$ cat config.mk
export PLATFORM = sky130hd
export DESIGN_NAME = uart_stat_regs
export DESIGN_NICKNAME = d
export VERILOG_FILES = /design/src/rtl/uart_stat_pkg.sv /design/src/rtl/uart_msr_sync.sv /design/src/rtl/uart_msr_delta.sv /design/src/rtl/uart_aux_scr.sv /design/src/rtl/uart_stat_regs.sv
export SDC_FILE = /design/constraint.sdc
export NUM_CORES = 1
export LEC_CHECK = 0
export BUFFER_PORTS_ARGS = -buffer_cell sky130_fd_sc_hd__buf_2
export CORE_MARGIN = 2
export CORE_UTILIZATION = 45
export CTS_CLUSTER_SIZE = 30
export DETAILED_ROUTE_END_ITERATION = 8
export PLACE_DENSITY = 0.68
export SKIP_LAST_GASP = 1
export SLEW_MARGIN = 20
export SYNTH_ARGS = -nofsm -noshare
export SYNTH_HDL_FRONTEND = slang
export SYNTH_HIERARCHICAL = 1
export SYNTH_SLANG_ARGS = --single-unit
$ cat constraint.sdc
create_clock -name clk -period 2.2 [get_ports clk]
set_clock_uncertainty 0.15 [all_clocks]
set_input_delay 0.11 -clock clk [delete_from_list [all_inputs] [get_ports clk]]
set_output_delay 0.11 -clock clk [all_outputs]
set_load 0.01 [all_outputs]
$ cat src/rtl/uart_stat_pkg.sv
package uart_stat_pkg;
    localparam int ADDR_W     = 3;
    localparam int DATA_W     = 8;
    localparam int NUM_MODEM  = 4;
    localparam int SYNC_DEPTH = 2;

    localparam logic [ADDR_W-1:0] MSR_OFS = 3'd6;
    localparam logic [ADDR_W-1:0] AUX_OFS = 3'd7;

    // auxiliary register bit groups
    localparam logic [DATA_W-1:0] AUX_WR_MASK = 8'h74; // bits 2,4,5,6
    localparam logic [DATA_W-1:0] AUX_TX_CLR  = 8'h44; // bits 2,6
    localparam logic [DATA_W-1:0] AUX_RX_CLR  = 8'h33; // bits 0,1,4,5
    localparam int                AUX_TOUT_B  = 0;

    // modem pin index inside the 4-bit vectors
    localparam int PIN_CTS = 0;
    localparam int PIN_DSR = 1;
    localparam int PIN_RI  = 2;
    localparam int PIN_DCD = 3;

    typedef struct packed {
        logic [NUM_MODEM-1:0] prev;
        logic [NUM_MODEM-1:0] flags;
    } delta_st_t;

    typedef struct packed {
        logic              ext;
        logic [DATA_W-1:0] aux;
        logic [DATA_W-1:0] scr;
    } aux_st_t;
endpackage

$ cat src/rtl/uart_msr_sync.sv
module uart_msr_sync #(
    parameter int WIDTH  = 4,
    parameter int STAGES = 2
) (
    input  logic             clk,
    input  logic             rst_n,
    input  logic [WIDTH-1:0] pin_n_i,
    output logic [WIDTH-1:0] lvl_o
);
    logic [STAGES-1:0][WIDTH-1:0] chain_d, chain_q;

    always_comb begin
        chain_d[0] = pin_n_i;
        for (int s = 1; s < STAGES; s++) begin
            chain_d[s] = chain_q[s-1];
        end
    end

    always_ff @(posedge clk or negedge rst_n) begin
        if (!rst_n) chain_q <= '1;
        else        chain_q <= chain_d;
    end

    assign lvl_o = chain_q[STAGES-1];
endmodule

$ cat src/rtl/uart_msr_delta.sv
module uart_msr_delta
    import uart_stat_pkg::*;
(
    input  logic                 clk,
    input  logic                 rst_n,
    input  logic [NUM_MODEM-1:0] lvl_i,
    input  logic                 rd_clr_i,
    output logic [NUM_MODEM-1:0] flags_o,
    output logic                 irq_o
);
    delta_st_t            st_d, st_q;
    logic [NUM_MODEM-1:0] chg;
    logic [NUM_MODEM-1:0] set_ev;

    always_comb begin
        chg = lvl_i ^ st_q.prev;
        set_ev          = chg;
        set_ev[PIN_RI]  = lvl_i[PIN_RI] & ~st_q.prev[PIN_RI];
        st_d.prev  = lvl_i;
        st_d.flags = (rd_clr_i ? '0 : st_q.flags) | set_ev;
    end

    always_ff @(posedge clk or negedge rst_n) begin
        if (!rst_n) begin
            st_q.prev  <= '1;
            st_q.flags <= '0;
        end else begin
            st_q <= st_d;
        end
    end

    assign flags_o = st_q.flags;
    assign irq_o   = |st_q.flags;

    a_r5_read_clears: assert property (@(posedge clk) disable iff (!rst_n)
        (rd_clr_i && set_ev == '0) |=> st_q.flags == '0);

    a_r5_event_survives_read: assert property (@(posedge clk) disable iff (!rst_n)
        (set_ev != '0) |=> ((st_q.flags & $past(set_ev)) == $past(set_ev)));

    a_r4_teri_rise_only: assert property (@(posedge clk) disable iff (!rst_n)
        $rose(st_q.flags[PIN_RI]) |-> $past(lvl_i[PIN_RI] && !st_q.prev[PIN_RI]));

    a_r3_sticky: assert property (@(posedge clk) disable iff (!rst_n)
        (!rd_clr_i && st_q.flags[PIN_CTS]) |=> st_q.flags[PIN_CTS]);
endmodule

$ cat src/rtl/uart_aux_scr.sv
module uart_aux_scr
    import uart_stat_pkg::*;
(
    input  logic              clk,
    input  logic              rst_n,
    input  logic              ext_mode_i,
    input  logic              wr_i,
    input  logic [DATA_W-1:0] wdata_i,
    input  logic              tx_srst_i,
    input  logic              rx_srst_i,
    input  logic              tout_i,
    input  logic              fifo_rd_i,
    output logic [DATA_W-1:0] aux_o,
    output logic [DATA_W-1:0] scr_o
);
    aux_st_t           st_d, st_q;
    logic [DATA_W-1:0] aux_n;

    always_comb begin
        st_d     = st_q;
        st_d.ext = ext_mode_i;
        if (wr_i && !ext_mode_i) st_d.scr = wdata_i;

        aux_n = st_q.aux;
        if (wr_i && ext_mode_i) aux_n = (aux_n & ~AUX_WR_MASK) | (wdata_i & AUX_WR_MASK);
        if (fifo_rd_i) aux_n[AUX_TOUT_B] = 1'b0;
        if (tout_i)    aux_n[AUX_TOUT_B] = 1'b1;
        if (tx_srst_i) aux_n = aux_n & ~AUX_TX_CLR;
        if (rx_srst_i) aux_n = aux_n & ~AUX_RX_CLR;
        if (ext_mode_i != st_q.ext) aux_n = '0;
        st_d.aux = aux_n;
    end

    always_ff @(posedge clk or negedge rst_n) begin
        if (!rst_n) begin
            st_q.ext <= 1'b0;
            st_q.aux <= '0;
            st_q.scr <= '0;
        end else begin
            st_q <= st_d;
        end
    end

    assign aux_o = st_q.aux;
    assign scr_o = st_q.scr;

    a_r10_mode_change_clears: assert property (@(posedge clk) disable iff (!rst_n)
        (ext_mode_i != st_q.ext) |=> st_q.aux == '0);

    a_r11_tx_clear: assert property (@(posedge clk) disable iff (!rst_n)
        tx_srst_i |=> (st_q.aux & AUX_TX_CLR) == '0);

    a_r11_rx_clear: assert property (@(posedge clk) disable iff (!rst_n)
        rx_srst_i |=> (st_q.aux & AUX_RX_CLR) == '0);

    a_r7_scratch_holds: assert property (@(posedge clk) disable iff (!rst_n)
        !(wr_i && !ext_mode_i) |=> $stable(st_q.scr));

    a_r9_timeout_sets: assert property (@(posedge clk) disable iff (!rst_n)
        (tout_i && !rx_srst_i && ext_mode_i == st_q.ext) |=> st_q.aux[AUX_TOUT_B]);
endmodule

$ cat src/rtl/uart_stat_regs.sv
module uart_stat_regs
    import uart_stat_pkg::*;
(
    input  logic              clk,
    input  logic              rst_n,
    input  logic [ADDR_W-1:0] addr,
    input  logic              rd_en,
    input  logic              wr_en,
    input  logic [DATA_W-1:0] wdata,
    output logic [DATA_W-1:0] rdata,
    input  logic              cts_n,
    input  logic              dsr_n,
    input  logic              ri_n,
    input  logic              dcd_n,
    input  logic              ext_mode,
    input  logic              tx_soft_rst,
    input  logic              rx_soft_rst,
    input  logic              rxf_timeout,
    input  logic              rxf_read,
    output logic              msi_irq
);
    logic [NUM_MODEM-1:0] pins_n;
    logic [NUM_MODEM-1:0] lvl;
    logic [NUM_MODEM-1:0] flags;
    logic [DATA_W-1:0]    aux, scr, msr;
    logic                 rd_msr, wr_ofs7;

    always_comb begin
        pins_n          = '1;
        pins_n[PIN_CTS] = cts_n;
        pins_n[PIN_DSR] = dsr_n;
        pins_n[PIN_RI]  = ri_n;
        pins_n[PIN_DCD] = dcd_n;
    end

    assign rd_msr  = rd_en && (addr == MSR_OFS);
    assign wr_ofs7 = wr_en && (addr == AUX_OFS);

    uart_msr_sync #(.WIDTH(NUM_MODEM), .STAGES(SYNC_DEPTH)) sync_i (
        .clk     (clk),
        .rst_n   (rst_n),
        .pin_n_i (pins_n),
        .lvl_o   (lvl)
    );

    uart_msr_delta delta_i (
        .clk      (clk),
        .rst_n    (rst_n),
        .lvl_i    (lvl),
        .rd_clr_i (rd_msr),
        .flags_o  (flags),
        .irq_o    (msi_irq)
    );

    uart_aux_scr aux_i (
        .clk        (clk),
        .rst_n      (rst_n),
        .ext_mode_i (ext_mode),
        .wr_i       (wr_ofs7),
        .wdata_i    (wdata),
        .tx_srst_i  (tx_soft_rst),
        .rx_srst_i  (rx_soft_rst),
        .tout_i     (rxf_timeout),
        .fifo_rd_i  (rxf_read),
        .aux_o      (aux),
        .scr_o      (scr)
    );

    assign msr = {~lvl, flags};

    always_comb begin
        case (addr)
            MSR_OFS: rdata = msr;
            AUX_OFS: rdata = ext_mode ? aux : scr;
            default: rdata = '0;
        endcase
    end

    a_r6_irq_after_flag: assert property (@(posedge clk) disable iff (!rst_n)
        (!rd_msr && msr[NUM_MODEM-1:0] != '0) |=> msi_irq);

    a_r8_reserved_zero: assert property (@(posedge clk) disable iff (!rst_n)
        ext_mode |-> (aux & ~(AUX_WR_MASK | (8'h1 << AUX_TOUT_B))) == '0);
endmodule

### Word level (Yosys, flattened, before mapping)

Index checks and enable logic that the tools add are counted.

| cells by class | value |
|---|---|
| reduce and logical (&&, ||, !) cells | 6 |
| equality and inequality tests | 3 |
| magnitude comparators | 0 |
| bitwise gates (word level) | 6 |
| shift-type cells | 0 |
| divide/modulo/power cells | 0 |
| add/sub/neg operators | 0 |
| mux-type cells | 9 |
| $mul | 0 |

Operators with widths:

| operator | count |
|---|---|
| two-way mux 8 bit | 3 |
| one-hot mux 8 bit (2 select lines) | 1 |
| bitwise OR 8 x 7 -> 8 bit | 1 |
| two-way mux 7 bit | 1 |
| == test 3 bit (second input constant) | 2 |
| two-way mux 6 bit | 1 |
| logical AND 1 bit | 4 |
| two-way mux 4 bit | 1 |
| NOT 4 bit | 1 |
| bitwise OR 4 bit | 1 |
| OR reduction 4 bit | 1 |
| XOR 4 bit | 1 |
| two-way mux 1 bit | 2 |
| AND 1 bit | 1 |
| logical NOT 1 bit | 1 |
| != test 1 bit | 1 |
| NOT 1 bit | 1 |

| word-level totals | value |
|---|---|
| bits in registers | 33 |
| memory bits (read-only) | 0 |
| latch bits | 0 |
| RAM bits | 0 |
| memories kept | 0 |

### Logic depth before layout (Yosys ltp)

Gate-level depths: netlist (run 1).

| logic depth | value |
|---|---|
| depth in word-level cells | 9 |
| mapped depth | 6 |
| mapped depth without buffers | 5 |

### Cells and area by module

Netlist (run 1), hierarchy kept.

Modules (own cells, without submodules):

| module | cells each | area an instance (µm²) | times used | sequential area each (µm²) |
|---|---|---|---|---|
| uart_aux_scr | 77 | 726.9 | 1 | 350.3 |
| uart_msr_delta | 25 | 307.8 | 1 | 205.2 |
| uart_msr_sync | 8 | 210.2 | 1 | 210.2 |
| uart_stat_regs | 23 | 195.2 | 1 | 0.0 |

### Worst setup path before layout (run 1)

Ideal clock, no wire load.

| path | value |
|---|---|
| path kind | in2reg |
| from | input port addr[2] |
| to | register, netlist name aux_i/aux_o[4] |
| required time | 1.932 ns |
| data arrival time | 1.077 ns |
| library setup time | 0.118 ns |
| path slack | 0.855 ns |
| buffers on the path | 0 |
| stages on the path | 5 |
| path through | nand3_2 -> nor2_1 -> mux2_4 -> a22oi_2 -> nor2_2 |

| on the way | value |
|---|---|
| longest elaborated chain between the ends | 7 |

Ends and longest elaborated chain:

| element | line | source |
|---|---|---|
| from (decl) | uart_stat_regs.sv:6 | `input logic [ADDR_W-1:0] addr,` |
| == test 3 bit | uart_stat_regs.sv:37 | `assign wr_ofs7 = wr_en && (addr == AUX_OFS);` |
| logical AND 1 bit | uart_stat_regs.sv:37 |  |
| via wr_ofs7 | uart_stat_regs.sv:26 | `logic rd_msr, wr_ofs7;` |
| logical AND 1 bit | uart_aux_scr.sv:25 | `if (wr_i && ext_mode_i) aux_n = (aux_n & ~AUX_WR_MASK) \| (wdata_i & AUX_WR_MASK);` |
| two-way mux 8 bit | uart_aux_scr.sv:25 |  |
| two-way mux 7 bit | uart_aux_scr.sv:28 | `if (tx_srst_i) aux_n = aux_n & ~AUX_TX_CLR;` |
| two-way mux 6 bit | uart_aux_scr.sv:29 | `if (rx_srst_i) aux_n = aux_n & ~AUX_RX_CLR;` |
| two-way mux 8 bit | uart_aux_scr.sv:30 | `if (ext_mode_i != st_q.ext) aux_n = '0;` |

The timed path passes the listed nets, and every way through them passes these cells.
A chain may end at the register's enable or synchronous reset.

### Final worst setup path (run 1)

| path | value |
|---|---|
| from | input port ext_mode |
| to | register, netlist name aux_i/aux_o[0] |

| on the way | value |
|---|---|
| longest elaborated chain between the ends | 7 |

Ends and longest elaborated chain:

| element | line | source |
|---|---|---|
| from (decl) | uart_stat_regs.sv:15 | `input logic ext_mode,` |
| logical AND 1 bit | uart_aux_scr.sv:25 |  |
| two-way mux 8 bit | uart_aux_scr.sv:25 |  |
| two-way mux 1 bit | uart_aux_scr.sv:26 | `if (fifo_rd_i) aux_n[AUX_TOUT_B] = 1'b0;` |
| two-way mux 1 bit | uart_aux_scr.sv:27 | `if (tout_i) aux_n[AUX_TOUT_B] = 1'b1;` |
| two-way mux 7 bit | uart_aux_scr.sv:28 |  |
| two-way mux 6 bit | uart_aux_scr.sv:29 |  |
| two-way mux 8 bit * | uart_aux_scr.sv:30 |  |
| via aux_i.aux_n[0] | uart_aux_scr.sv:17 | `logic [DATA_W-1:0] aux_n;` |

Mark *: on every way through the listed nets, which the timed path passes. The rest lies on a longest branch.

==> results.ini, run 1 <==
[routing]
drt_iter0_drc = 34
dr_total_vias = 1011
drt-total-wl_mm = 2.70
wl_per_cell_um = 12.6
post-route-drc-count = 0
avgViaCountPerCell = 4.70
ant_nets = 0
dr.pass1.iters = 4

[layout]
diodes = 0
drive_gt1_share_pct = 36.8
layout.area.seq_um2 = 766
multi_input_area_um2 = 485
fillCellCount = 289
syn_to_final_growth_pct = 22.0
fin_nets = 194

[clocking]
cts_tree = built
clk_pin_slew_ps = 100
cts.sinks = 30
cts-root-buf = clkbuf_4
clk_latency_ps = 320
cts_buffers = 5
cts_buffer_depth = 2
ctsResizeCount = 0
h-tree-depth = 2

[synthesis]
syn-mean-instance-area_um2 = 10.8
yosysWarnings = 6
synthArstFlopShare_pct = 100
netlist_area_mm2 = 0.00144
ys_seq_area_share_pct = 53.2
syn_inst = 133
ys.flop_type = dfrtp_1
ys_seq_elements = 30
synth_edf_count = 0
ys_types = 29

[setup_path]
cp_max_fo = 14
crit_path_top_delay_cell = dlygate4sd3_1
cp.required_ps = 2320
cpPeakStageDelay_ps = 590
cpLargestDelayFamily = buffers and inverters
arrival_ps = 2010
cp_common_cell = dlygate4sd3_1
start_kind = input port
cp-end-kind = register
crit_chain = dlygate4sd3_1 > buf_2 > and2_2 > o22ai_1 > dlygate4sd3_1 > nor2_1
path_buf_inv = 3
r2r_slack_ps = 480
path_class = input port to register

[power]
leakage_nw = 0.855
power.total_mw = 1.22
ir_drop_v = 0.000509
cellPowerDensity_mw_per_mm2 = 695

[sta]
setup_viol = 0
hold_viol_final = 0
fin_tns_setup_ps = 0
rsz0062_at_grt = no
fmax_ghz = 0.527
slew_violations = 0
tightest_slew_ps = 644
finalCritPeriodShare_pct = 86.2
maxSlewHeadroom_pct = 57.0
min_period_ps = 1900

[floorplan]
die_x_um = 60.6
die_h_um = 60.6
core_mm2 = 0.00305
io-pin-count = 33
initial_core_util_pct = 47.2
rows = 20
design.die.area_mm2 = 0.00367

[placed_design]
port_buffers = 32
hpwl_mm = 1.94
gp_congestion = 0.746

[grt]
antenna_found_initial = 0
grt_usage_pct = 17.0
grt_max_degree = 31
grt_pass1_vias = 1008
grt_overflow = 0
grt_pass1_wl_mm = 4.44

[run]
cap_violations = 0

[run_status]
outcome = complete, no violations

[hold_path]
min_path_type = input port to register

[state kept, by name (all words and copies together) (netlist names)]
name,count
aux_i/aux_o,5
delta_i/st_q,4
delta_i/flags_o,4
sync_i/chain_d,4
sync_i/lvl_o,4
aux_i/st_q,1
aux_i/scr_o,8
[routing by layer]
layer / wire length [um] / vias to the layer above / global-route usage, % / part of all wire, %
met5: 0 / - / 0 / 0
met4: 48 / 0 / 6.21 / 1.8
met3: 134 / 7 / 5.97 / 5.0
met2: 1330 / 29 / 26.9 / 49
met1: 1180 / 478 / 21.6 / 44
li1: - / 497 / - / -
[cells in the mapped netlist, types with 2 or more instances]
| cell | n | area, um^2 |
|---|---|---|
| mux2i_1 | 8 | 80.1 |
| o21ai_1 | 5 | 25.0 |
| nor2_1 | 2 | 7.51 |
| a21oi_1 | 2 | 10.0 |
| nand2_1 | 24 | 90.1 |
| o2bb2ai_1 | 4 | 35.0 |
| o22ai_1 | 6 | 37.5 |
| inv_1 | 6 | 22.5 |
| mux2_4 | 2 | 30.0 |
| xnor2_1 | 3 | 26.3 |
| dfrtp_1 | 18 | 450 |
| nand3_1 | 2 | 10.0 |
| a22oi_2 | 2 | 25.0 |
| nor2_2 | 3 | 18.8 |
| dfstp_2 | 12 | 315 |
| buf_4 | 21 | 158 |
[cells by family (layout without fill, tap and decap cells)]
kind of cell / Yosys count / in the layout / share of synthesized area (%)
buf+inv: 29 / 65 / 13.6
other cells: 1 / 3 / 0.260
simple gates: 41 / 41 / 14.3
mux: 10 / 10 / 7.65
xor+xnor: 3 / 3 / 1.82
compound gates: 19 / 19 / 9.21
flops: 30 / 30 / 53.2
[stage by stage]
step	setup WS (ps)	cells	utilization (%)	area, um^2	hold slack [ps]
floorplan	855	135	-	1450	-336
global placement	627	188	48.8	1490	12.3
detailed placement	515	188	48.8	1490	17.5
CTS	353	215	57.5	1760	95.6
global route	244	215	57.5	1760	138
finish	304	215	57.5	1760	114
[worst reg2reg max path, cell delays in order, from the launching register on]
cell	delay, ps
dfrtp_1	410
and2_2	240
o22ai_1	190
dlygate4sd3_1	590
nor2_1	50
[placed cells by master (no fill, tap or decap), types with 2 or more instances in the layout]
cell type / synthesis / routed
inv_1: 6 / 6
xnor2_1: 3 / 3
a22oi_2: 2 / 2
mux2i_1: 8 / 8
mux2_4: 2 / 2
nand3_1: 2 / 2
clkbuf_4: 0 / 5
conb_1: 1 / 3
o2bb2ai_1: 4 / 4
o22ai_1: 6 / 6
nor2_2: 3 / 3
buf_2: 1 / 32
nand2_1: 24 / 24
nor2_1: 2 / 2
dfrtp_1: 18 / 18
a21oi_1: 2 / 2
clkinv_2: 0 / 2
o21ai_1: 5 / 5
dlygate4sd3_1: 0 / 19
dfstp_2: 12 / 12
[timing repair]
action / CTS / global route
endpoints found under the hold margin: 40 / 0
hold buffers: 19 / 0
endpoints found under the setup margin: 0 / 0
setup buffers: 0 / 0
[report_power, final]
| part | switching (mW) | internal [mW] |
|---|---|---|
| Clock | 0.194 | 0.235 |
| Sequential | 0.0266 | 0.607 |
| Combinational | 0.0770 | 0.0810 |
[area by class of cell]
type	instances	area share, %
Multi-Input combinational cell	76	27.6
Timing Repair Buffer	51	19.9
Clock inverter	3	2.28
Clock buffer	5	2.14
Tap cell	44	3.13
Inverter	6	1.28
Sequential cell	30	43.6
[final timing paths]
kind,cells past startpoint,endpoint,start
min,5,aux_i/aux_o[2],wr_en
max in group asynchronous,2,aux_i/aux_o[4],rst_n
max reg2reg,4,aux_i/aux_o[0],aux_i/st_q[16]
max,6,aux_i/aux_o[0],ext_mode
min in group asynchronous,2,aux_i/aux_o[5],rst_n
min reg2reg,0,sync_i/lvl_o[3],sync_i/chain_d[7]
Note: power is estimated with default switching activity, not from simulation.
==> run 2, diff against run 1 <==
--- a/config.mk
+++ b/config.mk
@@ -11,6 +11,7 @@
 export CTS_CLUSTER_SIZE = 30
 export DETAILED_ROUTE_END_ITERATION = 8
 export PLACE_DENSITY = 0.68
+export RECOVER_POWER = 50
 export SKIP_LAST_GASP = 1
 export SLEW_MARGIN = 20
 export SYNTH_ARGS = -nofsm -noshare
==> run 2 against run 1 <==
Effect of this change: register-to-register slack about the same; total power shrank 0.18%; critical path depth unchanged; setup slack about the same; the run now ends with capacitance limit, slew limit left; hold slack about the same; global-route usage stayed put; clock-buffer cell count stayed put.
==> results.ini, run 2 (synthesis gave the netlist of run 1 again) <==
[floorplan]
design.die.area_mm2 = 0.00367  ; unchanged
core_mm2 = 0.00305  ; unchanged
io-pin-count = 33  ; unchanged
rows = 20  ; unchanged
initial_core_util_pct = 47.2  ; unchanged
die_x_um = 60.6  ; unchanged
die_h_um = 60.6  ; unchanged

[sta]
maxSlewHeadroom_pct = -3.37  ; -60 points
hold_viol_final = 0  ; unchanged
fin_tns_setup_ps = 0  ; unchanged
tightest_slew_ps = 1550  ; +906 ps
setup_viol = 0  ; unchanged
rsz0062_at_grt = no
slew_violations = 31  ; +31
fmax_ghz = 0.527  ; about the same
finalCritPeriodShare_pct = 86.2  ; about the same
min_period_ps = 1900  ; -0.0460 ps

[clocking]
cts_setup_buffers = 0  ; unchanged
holdBufCountCts = 19  ; unchanged
ctsResizeCount = 0  ; unchanged
clk_latency_ps = 320  ; about the same
cts_tree = built
clk_pin_slew_ps = 100  ; about the same
cts.sinks = 30  ; unchanged
h-tree-depth = 2  ; unchanged
cts_buffer_depth = 2  ; unchanged
cts_buffers = 5  ; unchanged
cts-root-buf = clkbuf_4

[layout]
fin_nets = 194  ; unchanged
final_cell_mix = 31 x buf_2, 24 x nand2_1, 19 x dlygate4sd3_1, 18 x dfrtp_1
fin_cells = 215  ; unchanged
drive_gt1_share_pct = 33.9  ; -2.9 points
largest_register_ffs = 8  ; unchanged
final_common_cell = buf_2
syn_to_final_growth_pct = 21.9  ; about the same
diodes = 0  ; unchanged

[setup_path]
arrival_ps = 2010  ; about the same
cp.required_ps = 2320  ; about the same
start_kind = input port
path_class = input port to register
cp_max_fo = 14  ; unchanged
cp-end-kind = register

[grt]
grt_overflow = 0  ; unchanged
grt_max_degree = 31  ; unchanged
antenna_found_initial = 0  ; unchanged
grt_usage_pct = 17.0  ; unchanged
grt_pass1_vias = 1008  ; unchanged
grt_pass1_wl_mm = 4.44  ; unchanged

[power]
ir_drop_v = 0.000509  ; about the same
cellPowerDensity_mw_per_mm2 = 694  ; -0.11%
leakage_nw = 0.850  ; -0.58%

[routing]
avgViaCountPerCell = 4.70  ; about the same
post-route-drc-count = 0  ; unchanged
dr.pass1.iters = 4  ; unchanged
drt_iter0_drc = 34  ; unchanged
ant_nets = 0  ; unchanged
drt-total-wl_mm = 2.70  ; unchanged
dr_total_vias = 1010  ; -0.099%
wl_per_cell_um = 12.6  ; unchanged

[placed_design]
dp_cells = 188  ; unchanged
gp_congestion = 0.746  ; unchanged
hpwl_mm = 1.94  ; unchanged
port_buffers = 32  ; unchanged

[hold_path]
min_path_type = input port to register

[run_status]
outcome = finished, violations left
violations = capacitance limit, slew limit

[run]
cap_violations = 1  ; +1

==> run 2: cell count changes in the layout (fill, tap and decap cells not counted) <==
cell	change
o21ai_1	-1
o21ai_0	+1
dfstp_1	+4
clkbuf_1	+1
buf_2	-1
dfstp_2	-4
==> run 2: cell type report <==
type	instances	area (um^2)
flip-flops and latches	30	766
well taps	44	55.1
fillers	290	1300
inverters	6	22.5
repair buffers	51	349
multi-input cells	76	485
clock buffers	5	37.5
clock inverters	3	40.0
==> run 2: power breakdown <==
part,total (mW),switching [mW],internal (mW)
Combinational,0.158,0.0769,0.0806
Sequential,0.632,0.0267,0.606
Clock,0.429,0.194,0.235
==> run 2: path summary, 6_finish.rpt <==
kind | start | end | slack, ps | cells after the start
setup / recovery | ext_mode | aux_i/aux_o[0] | 300 | 6
hold / removal | wr_en | aux_i/aux_o[2] | 110 | 5
setup reg to reg | aux_i/st_q[16] | aux_i/aux_o[0] | 480 | 4
hold reg to reg | sync_i/chain_d[7] | sync_i/lvl_o[3] | 220 | 0
max in group asynchronous | rst_n | aux_i/aux_o[4] | 460 | 2
min in group asynchronous | rst_n | aux_i/aux_o[5] | 550 | 2
==> run 2: critical path, stage by stage <==
cell           delay, ps
dlygate4sd3_1        520
buf_2                300
and2_2               280
o22ai_1              120
dlygate4sd3_1        590
nor2_1                90
==> run 2: per-stage QoR <==
step	utilization [%]	setup WS [ps]	hold slack [ps]	total power, mW	area [um^2]
final	57.5	304	114	1.22	1760
after global routing	57.5	132	138	1.28	1760
after floorplan	-	855	-336	0.765	1450
after global placement	48.8	627	12.3	0.770	1490
after detailed placement	48.8	515	17.5	0.778	1490
after CTS	57.5	353	95.6	1.23	1760
==> run 2: per-layer routing <==
layer / wire length, um / track usage [%] / share of wire (%)
met1: 1190 / 21.6 / 44
met2: 1330 / 26.9 / 49
met3: 134 / 5.97 / 5.0
met4: 48 / 6.21 / 1.8
met5: 0 / 0 / 0
